===== config.mk =====
export PLATFORM = sky130hd
export DESIGN_NAME = flash_wait_ctrl
export DESIGN_NICKNAME = d
export VERILOG_FILES = /design/src/rtl/flash_wait_ctrl.sv
export SDC_FILE = /design/constraint.sdc
export NUM_CORES = 1
export LEC_CHECK = 0
export ABC_AREA = 1
export BUFFER_PORTS_ARGS = -buffer_cell sky130_fd_sc_hd__buf_2
export CORE_ASPECT_RATIO = 2
export CORE_UTILIZATION = 36
export CTS_CLUSTER_SIZE = 12
export DETAILED_ROUTE_END_ITERATION = 8
export GPL_ROUTABILITY_DRIVEN = 0
export HOLD_SLACK_MARGIN = 0.1
export PLACE_DENSITY = 0.87
export SLEW_MARGIN = 20
export SYNTH_ARGS = -nofsm -noshare
export SYNTH_HDL_FRONTEND = slang
export SYNTH_SLANG_ARGS = --single-unit

===== constraint.sdc =====
create_clock -name clk -period 2.3 [get_ports clk]
set_clock_uncertainty 0.05 [all_clocks]
set_input_delay 0 -clock clk [delete_from_list [all_inputs] [get_ports clk]]
set_output_delay 0 -clock clk [all_outputs]
set_load 0.005 [all_outputs]

===== src/rtl/flash_wait_ctrl.sv =====
module flash_wait_ctrl #(
  parameter int ADDR_W      = 16,
  parameter int DATA_W      = 32,
  parameter int WAIT_W      = 4,
  parameter int RESET_WAIT  = 15,
  parameter int FLASH_BASE  = 'h0000,
  parameter int FLASH_WORDS = 'h8000,
  parameter int OTP_BASE    = 'h8000,
  parameter int OTP_WORDS   = 'h0100
) (
  input  logic              clk,
  input  logic              rst_n,
  input  logic              cfg_we,
  input  logic [WAIT_W-1:0] cfg_wdata,
  output logic [WAIT_W-1:0] cfg_wait,
  input  logic              rd_req,
  input  logic [ADDR_W-1:0] rd_addr,
  output logic              rd_ready,
  output logic              rd_valid,
  output logic              rd_err,
  output logic [DATA_W-1:0] rd_data,
  output logic              arr_en,
  output logic [ADDR_W-1:0] arr_addr,
  output logic              arr_otp,
  input  logic [DATA_W-1:0] arr_rdata
);

  localparam int CNT_W = WAIT_W + 1;

  logic              busy;
  logic [CNT_W-1:0]  cnt;
  logic [WAIT_W-1:0] wait_q;
  logic              valid_q, err_q;
  logic [ADDR_W-1:0] flash_off, otp_off;
  logic              hit_flash, hit_otp, accept;
  logic [CNT_W-1:0]  lat_m1;

  assign flash_off = rd_addr - ADDR_W'(FLASH_BASE);
  assign otp_off   = rd_addr - ADDR_W'(OTP_BASE);
  assign hit_flash = {1'b0, flash_off} < (ADDR_W+1)'(FLASH_WORDS);
  assign hit_otp   = {1'b0, otp_off}   < (ADDR_W+1)'(OTP_WORDS);

  assign accept = rd_req & ~busy;
  assign lat_m1 = {1'b0, wait_q} + CNT_W'(hit_otp);

  always_ff @(posedge clk or negedge rst_n) begin
    if (!rst_n) wait_q <= WAIT_W'(RESET_WAIT);
    else if (cfg_we) wait_q <= cfg_wdata;
  end

  always_ff @(posedge clk or negedge rst_n) begin
    if (!rst_n) begin
      busy    <= 1'b0;
      cnt     <= '0;
      valid_q <= 1'b0;
      err_q   <= 1'b0;
    end else begin
      valid_q <= 1'b0;
      err_q   <= 1'b0;
      if (busy) begin
        if (cnt == '0) begin
          busy    <= 1'b0;
          valid_q <= 1'b1;
        end else begin
          cnt <= cnt - CNT_W'(1);
        end
      end else if (accept) begin
        if (!(hit_flash || hit_otp)) begin
          valid_q <= 1'b1;
          err_q   <= 1'b1;
        end else if (lat_m1 == '0) begin
          valid_q <= 1'b1;
        end else begin
          busy <= 1'b1;
          cnt  <= lat_m1 - CNT_W'(1);
        end
      end
    end
  end

  assign cfg_wait = wait_q;
  assign rd_ready = ~busy;
  assign rd_valid = valid_q;
  assign rd_err   = err_q;
  assign rd_data  = (valid_q && !err_q) ? arr_rdata : '0;
  assign arr_en   = accept & (hit_flash | hit_otp);
  assign arr_addr = rd_addr;
  assign arr_otp  = hit_otp;

endmodule


==> results of run 1 <==
==> registers in the layout (all words and copies together) (netlist names) <==
name,flops
rd_err,1
busy,1
cfg_wait,4
cnt,5
rd_valid,1
==> critical path, stage by stage (launching register included) <==
cell and delay, ns:
dfstp_2 0.55, ha_1 0.21, ha_1 0.27, o21ai_2 0.16, ha_1 0.20, inv_1 0.06, nor2_2 0.13, nand2_1 0.08
nand2_1 0.07, nand2_1 0.05, nand2_1 0.05, nand2_1 0.05
==> cell families after synthesis <==
logic type               Yosys count  synth area share, %
AND/OR/NAND/NOR                  101                36.87
XOR/XNOR                           1               0.7504
buffers and inverters             68                27.01
flip-flops                        12                26.15
AO/OA/AOI/OAI                      8                4.072
adder cells (fa/ha/maj)            3                3.216
multiplexers                       2                1.929
==> worst max path at each step <==
stage,end,slack (ns),depth (start not counted)
5_1_grt,cnt[4],0.13,11
4_1_cts,cnt[4],0.27,11
2_1_floorplan,cnt[4],0.40,14
3_3_place_gp,cnt[4],0.29,15
3_5_place_dp,cnt[4],0.17,15
6_report,cnt[4],0.25,11
==> routing by layer <==
metal / wire length (um) / GRT usage [%] / share of wire (%)
met3: 258 / 2.391 / 7.2
met2: 1999 / 39.54 / 55
met5: 0 / 0 / 0
met1: 1254 / 19.36 / 35
met4: 91 / 12.19 / 2.5
==> power by group through the flow <==
stage                     logic, mW  clock network (mW)  registers (mW)
after floorplan               0.544                   0           0.347
after global placement        0.779                   0           0.357
after detailed placement      0.807                   0           0.360
after CTS                     0.850               0.243           0.356
after global routing          0.963               0.247           0.369
final                         0.851               0.237           0.358
==> cell type report <==
| type | count | share of cell area [%] |
|---|---|---|
| clock buffer | 4 | 3.026 |
| inverter | 49 | 10.11 |
| multi-input combinational | 115 | 30.06 |
| sequential | 12 | 16.78 |
| tap | 30 | 2.063 |
| timing repair buffer | 117 | 37.96 |
==> synth_stat cells, drive strengths merged <==
library cell | number | area [sq um]
clkbuf | 3 | 11.26
xor2 | 1 | 8.760
inv | 49 | 183.9
o21ai | 7 | 42.54
dfrtp | 8 | 200.2
dfstp | 4 | 105.1
nor2 | 43 | 166.4
nand2 | 42 | 170.2
a21oi | 1 | 5.000
nand4 | 2 | 12.51
nand3 | 13 | 75.07
buf | 16 | 120.1
ha | 3 | 37.54
nor4 | 1 | 6.260
mux2 | 2 | 22.52
==> metrics by stage <==
stage	hold slack (ns)	util [%]	setup slack, ns	instance area (sq um)	instances
after floorplan	-0.3456	-	0.3988	1167	195
after global placement	-0.1639	51.58	0.2912	1554	302
after detailed placement	-0.1546	51.58	0.1715	1554	302
after CTS	0.1103	60.38	0.2676	1819	327
after global routing	0.1320	60.38	0.1310	1819	327
final	0.1046	60.38	0.2502	1819	327
==> reports/qor.yml, run 1 <==
pwr:
  power.total_mw: 1.446
  comb_power_share_pct: 58.8
  power_density_mw_per_mm2: 795.0
  power_switching_mw: 0.6539
  vdd_drop_max_v: 0.0004109
  p_leak_nw: 1.218
  seqPwrFrac_pct: 24.8
  swShare_pct: 45.21
  p_clk_share_pct: 16.4
  p_int_mw: 0.7924
drt:
  vias_per_cell: 4.560
  routed_wl_um: 3604
  first_pass_iters: 4
  drc: 0
  wl_per_cell_um: 11.02
  via_count: 1491
  ant_nets: 0
  drt_iter0_markers: 29
placed_design:
  dp_hpwl_um: 2619
  port_buffers: 96
cts:
  cts_buffers: 3
  h-tree-depth: 1
  cts_setup_buffers: 0
  cts_hold_buf: 21
  cts.sinks: 12
  cts_buffer_depth: 2
  clkLatencyLatePin_ns: 0.25
  clkTransAtPathRegs_ns: 0.05
  cts.repair.resized: 0
  cts_tree: "done"
  root_buffer: "clkbuf_8"
grt:
  grt_usage_pct: 20.19
  grt_first_pass_wirelength_um: 5471
  grt-ovfl-total: 0
  grt_pass1_vias: 1355
  grt_max_degree: 33
  antenna_found_initial: 0
die:
  rows: 28
  core_area_sq_mm: 0.003013
  ios: 113
  start_util_pct: 38.75
  die_x_um: 42.27
  die_area_sq_mm: 0.003488
  die_h_um: 82.53
synthesis:
  postSynthCellCount: 195
  synth_cell_type_count: 21
  synth.avg_cell_area_sq_um: 5.987
  synth-seq-cells: 12
  synth_fp_nets: 254
  syn_area_sq_mm: 0.001167
  yosysWarnings: 0
  yosysSeqAreaShare_pct: 26.15
hold_path:
  hold_path.class: "input pin to asynchronous set/reset pin"
final_layout:
  drive_above_1_share_pct: 39.06
  seqCellArea_sq_um: 305.3
  synthToLayoutAreaGrowth_pct: 55.84
  multiInputGateArea_sq_um: 546.8
  nFillCells: 275
  layout.nets: 357
  final_cell_mix: "buf_2, inv_1, nor2_1, nand2_1, dlygate4sd3_1"
  num_antenna_cells: 0
  final_common_cell: "buf_2"
setup_path:
  crit_path_start: "cfg_wait[0]"
  setup.worst_path.end_class: "register"
  critPathKind: "register to register"
  worst-path-max-fanout: 4
  cp_data_required_time_ns: 2.39
  r2r_slack_ns: 0.25
  critPathLaunchType: "register"
  reg2reg_from: "cfg_wait[0]"
  reg2regPathDepth: 11
  worst_ep_arrival_time_ns: 2.14
  reg2reg_to: "cnt[4]"
sta:
  setup_tns_ns: 0
  finalHoldViolCount: 0
  finalCritPeriodShare_pct: 89.12
  period_needed_ns: 2.050
  report.final.slew_viol_count: 0
  relSlewSlack_pct: 37.30
  setup_violations: 0
  fmax_mhz: 487.8
  tightestPinTransition_ns: 0.9382
  grt_setup_unrepaired: "false"
outcome:
  status: "completed"
job:
  cap_violations: 0
Power figures use the tool's default switching activity.
==> run 2: changes to the inputs <==
--- a/config.mk
+++ b/config.mk
@@ -13,6 +13,7 @@
 export DETAILED_ROUTE_END_ITERATION = 8
 export GPL_ROUTABILITY_DRIVEN = 0
 export HOLD_SLACK_MARGIN = 0.1
+export MAX_ROUTING_LAYER = met4
 export PLACE_DENSITY = 0.87
 export SLEW_MARGIN = 20
 export SYNTH_ARGS = -nofsm -noshare
==> constraint.sdc (replaced) <==
create_clock -name clk -period 2.1 [get_ports clk]
set_clock_uncertainty 0.05 [all_clocks]
set_input_delay 0 -clock clk [delete_from_list [all_inputs] [get_ports clk]]
set_output_delay 0 -clock clk [all_outputs]
set_load 0.005 [all_outputs]
==> reports/qor.yml, run 2 (synthesized netlist as in run 1, its figures left out) <==
outcome:
  status: "completed"  # unchanged
grt:
  grt-ovfl-total: 0  # unchanged
  grt_max_degree: 33  # unchanged
  grt_pass1_vias: 1306  # was 1355
  grt_usage_pct: 20.89  # was 20.19%
  grt_first_pass_wirelength_um: 5561  # was 5471 um
  antenna_found_initial: 0  # unchanged
sta:
  fmax_mhz: 521.5  # was 487.8 MHz
  report.final.slew_viol_count: 0  # unchanged
  tightestPinTransition_ns: 0.3154  # was 0.9382 ns
  relSlewSlack_pct: 78.78  # was 37.30%
  grt_setup_unrepaired: "false"  # unchanged
  setup_violations: 0  # unchanged
  finalCritPeriodShare_pct: 91.31  # was 89.12%
  finalHoldViolCount: 0  # unchanged
  setup_tns_ns: 0  # unchanged
  period_needed_ns: 1.918  # was 2.050 ns
placed_design:
  port_buffers: 96  # unchanged
  dp_hpwl_um: 2655  # was 2619 um
  placed_cell_area_sq_mm: 0.001569  # was 0.001554 sq mm
drt:
  first_pass_iters: 4  # unchanged
  drt_iter0_markers: 27  # was 29
  ant_nets: 0  # unchanged
  routed_wl_um: 3666  # was 3604 um
  vias_per_cell: 4.486  # was 4.560
  wl_per_cell_um: 11.14  # was 11.02 um
  drc: 0  # unchanged
  via_count: 1476  # was 1491
die:
  start_util_pct: 38.75  # unchanged
  rows: 28  # unchanged
  ios: 113  # unchanged
  core_area_sq_mm: 0.003013  # unchanged
  die_x_um: 42.27  # unchanged
  die_area_sq_mm: 0.003488  # unchanged
  die_h_um: 82.53  # unchanged
cts:
  cts_tree: "done"  # unchanged
  clkLatencyLatePin_ns: 0.24  # was 0.25 ns
  cts_buffer_depth: 2  # unchanged
  h-tree-depth: 1  # unchanged
  cts.sinks: 12  # unchanged
  clkTransAtPathRegs_ns: 0.06  # was 0.05 ns
  cts.repair.resized: 0  # unchanged
  cts_buffers: 3  # unchanged
  root_buffer: "clkbuf_8"  # unchanged
setup_path:
  reg2reg_to: "cnt[4]"  # unchanged
  reg2regPathDepth: 11  # unchanged
  r2r_slack_ns: 0.18  # was 0.25 ns
  setup.worst_path.end_class: "register"  # unchanged
  worst_ep_arrival_time_ns: 2.00  # was 2.14 ns
  critPathKind: "register to register"  # unchanged
  critPathLaunchType: "register"  # unchanged
  reg2reg_from: "cfg_wait[0]"  # unchanged
  cp_data_required_time_ns: 2.18  # was 2.39 ns
  worst-path-max-fanout: 3  # was 4
final_layout:
  final_core_util_pct: 60.88  # was 60.38%
  final_area_sq_mm: 0.001834  # was 0.001819 sq mm
  synthToLayoutAreaGrowth_pct: 57.13  # was 55.84%
  num_antenna_cells: 0  # unchanged
  final_cell_mix: "buf_2, inv_1, nor2_1, nand2_1, dlygate4sd3_1"  # unchanged
  nFillCells: 277  # was 275
  final_common_cell: "buf_2"  # unchanged
  multiInputGateArea_sq_um: 546.8  # unchanged
  drive_above_1_share_pct: 39.46  # was 39.06%
  seqCellArea_sq_um: 305.3  # unchanged
  top_register: "cnt"  # unchanged
  layout.nets: 359  # was 357
  largest_register_ffs: 5  # unchanged
pwr:
  vdd_drop_max_v: 0.0006629  # was 0.0004109 V
  p_leak_nw: 1.228  # was 1.218 nW
  power_density_mw_per_mm2: 860.4  # was 795.0 mW/mm^2
job:
  cap_violations: 0  # unchanged
hold_path:
  hold_path.class: "input pin to asynchronous set/reset pin"  # unchanged
-- run 2: where the power goes --
| part | switching (mW) | internal, mW | total, mW |
|---|---|---|---|
| logic | 0.540 | 0.390 | 0.930 |
| clock network | 0.0880 | 0.166 | 0.254 |
| registers | 0.0776 | 0.317 | 0.395 |
-- run 2: layout make-up --
cell class	instances	area share (%)
clock buffers	4	3.001
inverters	49	10.03
multi-input cells	115	29.81
flip-flops and latches	12	16.64
well taps	30	2.046
repair buffers	119	38.47
-- run 2: timing repair --
item / 4_1_cts / 5_1_grt
setup endpoints to repair: 0 / 0
endpoints found under the hold margin: 25 / 0
hold buffers: 21 / 0
setup buffers: 0 / 0
-- run 2: worst max-delay path: stages (launching register included) --
cell	delay [ns]
dfstp_2	0.55
ha_1	0.18
ha_1	0.26
o21ai_2	0.16
ha_1	0.20
inv_1	0.06
nor2_2	0.11
nand2_1	0.06
nand2_1	0.05
nand2_1	0.04
nand2_1	0.05
nand2_1	0.05
-- run 2: worst max path at each step --
stage | startpoint | endpoint | cells after the start
2_1_floorplan | rd_addr[9] | cnt[4] | 14
3_3_place_gp | rd_addr[9] | cnt[4] | 15
3_5_place_dp | rd_addr[9] | cnt[4] | 15
4_1_cts | cfg_wait[0] | cnt[4] | 11
5_1_grt | cfg_wait[0] | cnt[4] | 11
6_report | cfg_wait[0] | cnt[4] | 11
-- run 2: per-stage QoR --
step / hold slack, ns / instances / power (mW) / setup WS, ns
3_3_place_gp: -0.1635 / 304 / 1.255 / 0.1525
2_1_floorplan: -0.3456 / 195 / 0.9756 / 0.1988
6_report: 0.1166 / 329 / 1.578 / 0.1824
3_5_place_dp: -0.1507 / 304 / 1.280 / 0.08761
4_1_cts: 0.1216 / 329 / 1.579 / 0.1791
5_1_grt: 0.1325 / 329 / 1.743 / 0.02948
-- run 2: per-layer routing --
layer | track usage [%] | vias up | share of wire [%]
li1 | - | 757 | -
met1 | 22.46 | 639 | 35
met2 | 38.62 | 72 | 57
met3 | 2.174 | 8 | 6.2
met4 | 8.125 | 0 | 2.2
met5 | - | - | 0
==> run 3: changes to the inputs <==
--- a/config.mk
+++ b/config.mk
@@ -5,16 +5,15 @@
 export SDC_FILE = /design/constraint.sdc
 export NUM_CORES = 1
 export LEC_CHECK = 0
-export ABC_AREA = 1
 export BUFFER_PORTS_ARGS = -buffer_cell sky130_fd_sc_hd__buf_2
 export CORE_ASPECT_RATIO = 2
 export CORE_UTILIZATION = 36
 export CTS_CLUSTER_SIZE = 12
 export DETAILED_ROUTE_END_ITERATION = 8
-export GPL_ROUTABILITY_DRIVEN = 0
 export HOLD_SLACK_MARGIN = 0.1
 export MAX_ROUTING_LAYER = met4
 export PLACE_DENSITY = 0.87
+export RECOVER_POWER = 25
 export SLEW_MARGIN = 20
 export SYNTH_ARGS = -nofsm -noshare
 export SYNTH_HDL_FRONTEND = slang
==> reports/qor.yml, run 3 <==
die:
  die_h_um: 81.75  # was 82.53 um
  rows: 28  # unchanged
  die_x_um: 41.88  # was 42.27 um
  ios: 113  # unchanged
  die_area_sq_mm: 0.003423  # was 0.003488 sq mm
  start_util_pct: 38.45  # was 38.75%
  core_area_sq_mm: 0.002978  # was 0.003013 sq mm
setup_path:
  crit_slowest_cell: "dfstp_2"  # unchanged
  critPathLaunchType: "register"  # unchanged
  max_stage_delay_ns: 0.56  # was 0.55 ns
  worst-path-max-fanout: 3  # unchanged
  worst_ep_arrival_time_ns: 2.20  # was 2.00 ns
  cpMostUsedCell: "ha_4"  # was nand2_1
  path_cells: "ha_4, ha_4, mux2i_1, ha_2, buf_4, o2111ai_2, xnor2_1, a311oi_1"  # was ha_1, ha_1, o21ai_2, ha_1, inv_1, nor2_2, nand2_1, nand2_1, nand2_1, nand2_1, nand2_1
  cp_data_required_time_ns: 2.20  # was 2.18 ns
  critPathKind: "register to register"  # unchanged
  setup.worst_path.end_class: "register"  # unchanged
sta:
  holdWs_ns: 0.1332  # was 0.1166 ns
  tightestPinTransition_ns: 0.6855  # was 0.3154 ns
  setup_violations: 0  # unchanged
  relSlewSlack_pct: 54.30  # was 78.78%
  setup_tns_ns: 0  # unchanged
  fmax_mhz: 476.9  # was 521.5 MHz
  post-route-worst-setup-slack_ns: 0.002944  # was 0.1824 ns
  report.final.slew_viol_count: 0  # unchanged
  finalHoldViolCount: 0  # unchanged
  period_needed_ns: 2.097  # was 1.918 ns
  grt_setup_unrepaired: "true"  # was false
  finalCritPeriodShare_pct: 99.86  # was 91.31%
cts:
  cts_buffer_depth: 2  # unchanged
  cts_tree: "done"  # unchanged
  root_buffer: "clkbuf_8"  # unchanged
  clkLatencyLatePin_ns: 0.25  # was 0.24 ns
  h-tree-depth: 1  # unchanged
  cts.sinks: 12  # unchanged
  clkTransAtPathRegs_ns: 0.06  # about the same
  cts_buffers: 3  # unchanged
synthesis:
  synth-seq-cells: 12  # unchanged
  synth_fp_nets: 184  # was 254
  ys.flop_type: "dfrtp_1"  # unchanged
  ys_async_sr_fraction_pct: 100.0  # unchanged
  synth-edff-count: 0  # unchanged
  synth.avg_cell_area_sq_um: 9.159  # was 5.987 sq um
  synth_top_area_share_pct: 18.03  # was 17.15%
  synth_cell_type_count: 37  # was 21
  synth_area_leader_cell: "and2_1"  # was dfrtp_1
  syn_area_sq_mm: 0.001145  # was 0.001167 sq mm
  yosysMostFrequentCell: "and2_1"  # was inv_1
  synthTopCellsByArea: "and2_1, dfrtp_1, buf_4"  # was dfrtp_1, inv_1, nor2_1
  postSynthCellCount: 125  # was 195
  synth_common_cells: "and2_1, buf_4, dfrtp_1"  # was inv_1, nor2_1, nand2_1
  yosysSeqAreaShare_pct: 26.67  # was 26.15%
  yosysWarnings: 0  # unchanged
pwr:
  power_density_mw_per_mm2: 843.2  # was 860.4 mW/mm^2
  p_leak_nw: 1.029  # was 1.228 nW
  vdd_drop_max_v: 0.0006294  # was 0.0006629 V
  power.total_mw: 1.611  # was 1.578 mW
drt:
  routed_wl_um: 3929  # was 3666 um
  first_pass_iters: 4  # unchanged
  vias_per_cell: 5.120  # was 4.486
  drc: 0  # unchanged
  via_count: 1367  # was 1476
  drt_iter0_markers: 29  # was 27
  wl_per_cell_um: 14.72  # was 11.14 um
  ant_nets: 0  # unchanged
grt:
  grt-ovfl-total: 0  # unchanged
  grt_pass1_vias: 1205  # was 1306
  grt_usage_pct: 20.59  # was 20.89%
  antenna_found_initial: 0  # unchanged
  grt_max_degree: 33  # unchanged
  grt_first_pass_wirelength_um: 5230  # was 5561 um
final_layout:
  final_core_util_pct: 64.16  # was 60.88%
  largest_register_ffs: 5  # unchanged
  num_antenna_cells: 0  # unchanged
  final_common_cell: "buf_2"  # unchanged
  drive_above_1_share_pct: 57.81  # was 39.46%
  final_cell_mix: "buf_2, and2_1, dlygate4sd3_1, buf_4, dfrtp_1"  # was buf_2, inv_1, nor2_1, nand2_1, dlygate4sd3_1
  top_register: "cnt"  # unchanged
  stdcell_count: 267  # was 329
  multiInputGateArea_sq_um: 743.2  # was 546.8 sq um
  layout.nets: 297  # was 359
  synthToLayoutAreaGrowth_pct: 66.89  # was 57.13%
  seqCellArea_sq_um: 305.3  # unchanged
  final_area_sq_mm: 0.001911  # was 0.001834 sq mm
  nFillCells: 252  # was 277
placed_design:
  dp_hpwl_um: 2880  # was 2655 um
  port_buffers: 96  # unchanged
  placed_cells: 244  # was 304
  placed_cell_area_sq_mm: 0.001634  # was 0.001569 sq mm
  place_ws_ns: -0.1489  # was 0.08761 ns
  gp_congestion: 0.8915
outcome:
  status: "completed"  # unchanged
job:
  cap_violations: 0  # unchanged
hold_path:
  hold_path.class: "input pin to output pin"  # was input pin to asynchronous set/reset pin
run 3: worst max-delay path, delay by kind of cell (launching register included):
| family | cells | cell delay, ns |
|---|---|---|
| compound gates | 2 | 0.35 |
| xor+xnor | 1 | 0.16 |
| fa+ha+maj | 3 | 0.59 |
| buf+inv | 1 | 0.12 |
| flops | 1 | 0.56 |
| mux | 1 | 0.16 |
run 3: area by class of cell:
cell class              count  share of cell area [%]
clock buffers               4                   2.881
inverters                   3                  0.5894
multi-input cells          90                   38.90
flip-flops and latches     12                   15.98
well taps                  30                   1.965
repair buffers            128                   39.69
run 3: cell families (layout without fill, tap and decap cells):
family / count (synthesis) / count (layout) / synth area share (%)
AOI/OAI and AO/OA: 16 / 16 / 12.13
and+or+nand+nor: 57 / 57 / 31.15
buffers and inverters: 23 / 135 / 13.11
muxes: 9 / 9 / 9.180
DFF: 12 / 12 / 26.67
xor gates and xnor gates: 5 / 5 / 4.482
adders and majority gates: 3 / 3 / 3.279
run 3: worst paths after layout:
kind,start,end,slack [ns],depth (start not counted)
max,cfg_wait[0],cnt[4],0.003,8
min,rd_addr[11],arr_addr[11],0.13,2
max reg2reg,cfg_wait[0],cnt[4],0.003,8
min reg2reg,cnt[1],cnt[1],0.51,2
max in group asynchronous,rst_n,cnt[3],1.32,2
min in group asynchronous,rst_n,rd_err,0.25,2
run 3: timing repair:
action,in CTS,in global routing
hold buffers,18,0
endpoints found under the setup margin,2,5
resized for setup,2,5
endpoints found under the hold margin,25,0
setup buffers,0,1
pin swaps,0,3
run 3: power breakdown:
group / total (mW) / switching [mW] / internal (mW) / leakage, nW
sequential: 0.433 / 0.116 / 0.316 / 0.138
clock: 0.261 / 0.0952 / 0.166 / 0.0288
combinational: 0.917 / 0.400 / 0.517 / 0.862
total: 1.61 / 0.611 / 1.00 / 1.03
run 3: per-layer routing:
layer  GRT usage [%]  vias up  share of wire, %
met5               -        -                 0
met4           6.774        0               2.1
met3           7.253        9                11
met2           40.16      108                55
met1           17.64      617                31
li1                -      633                 -
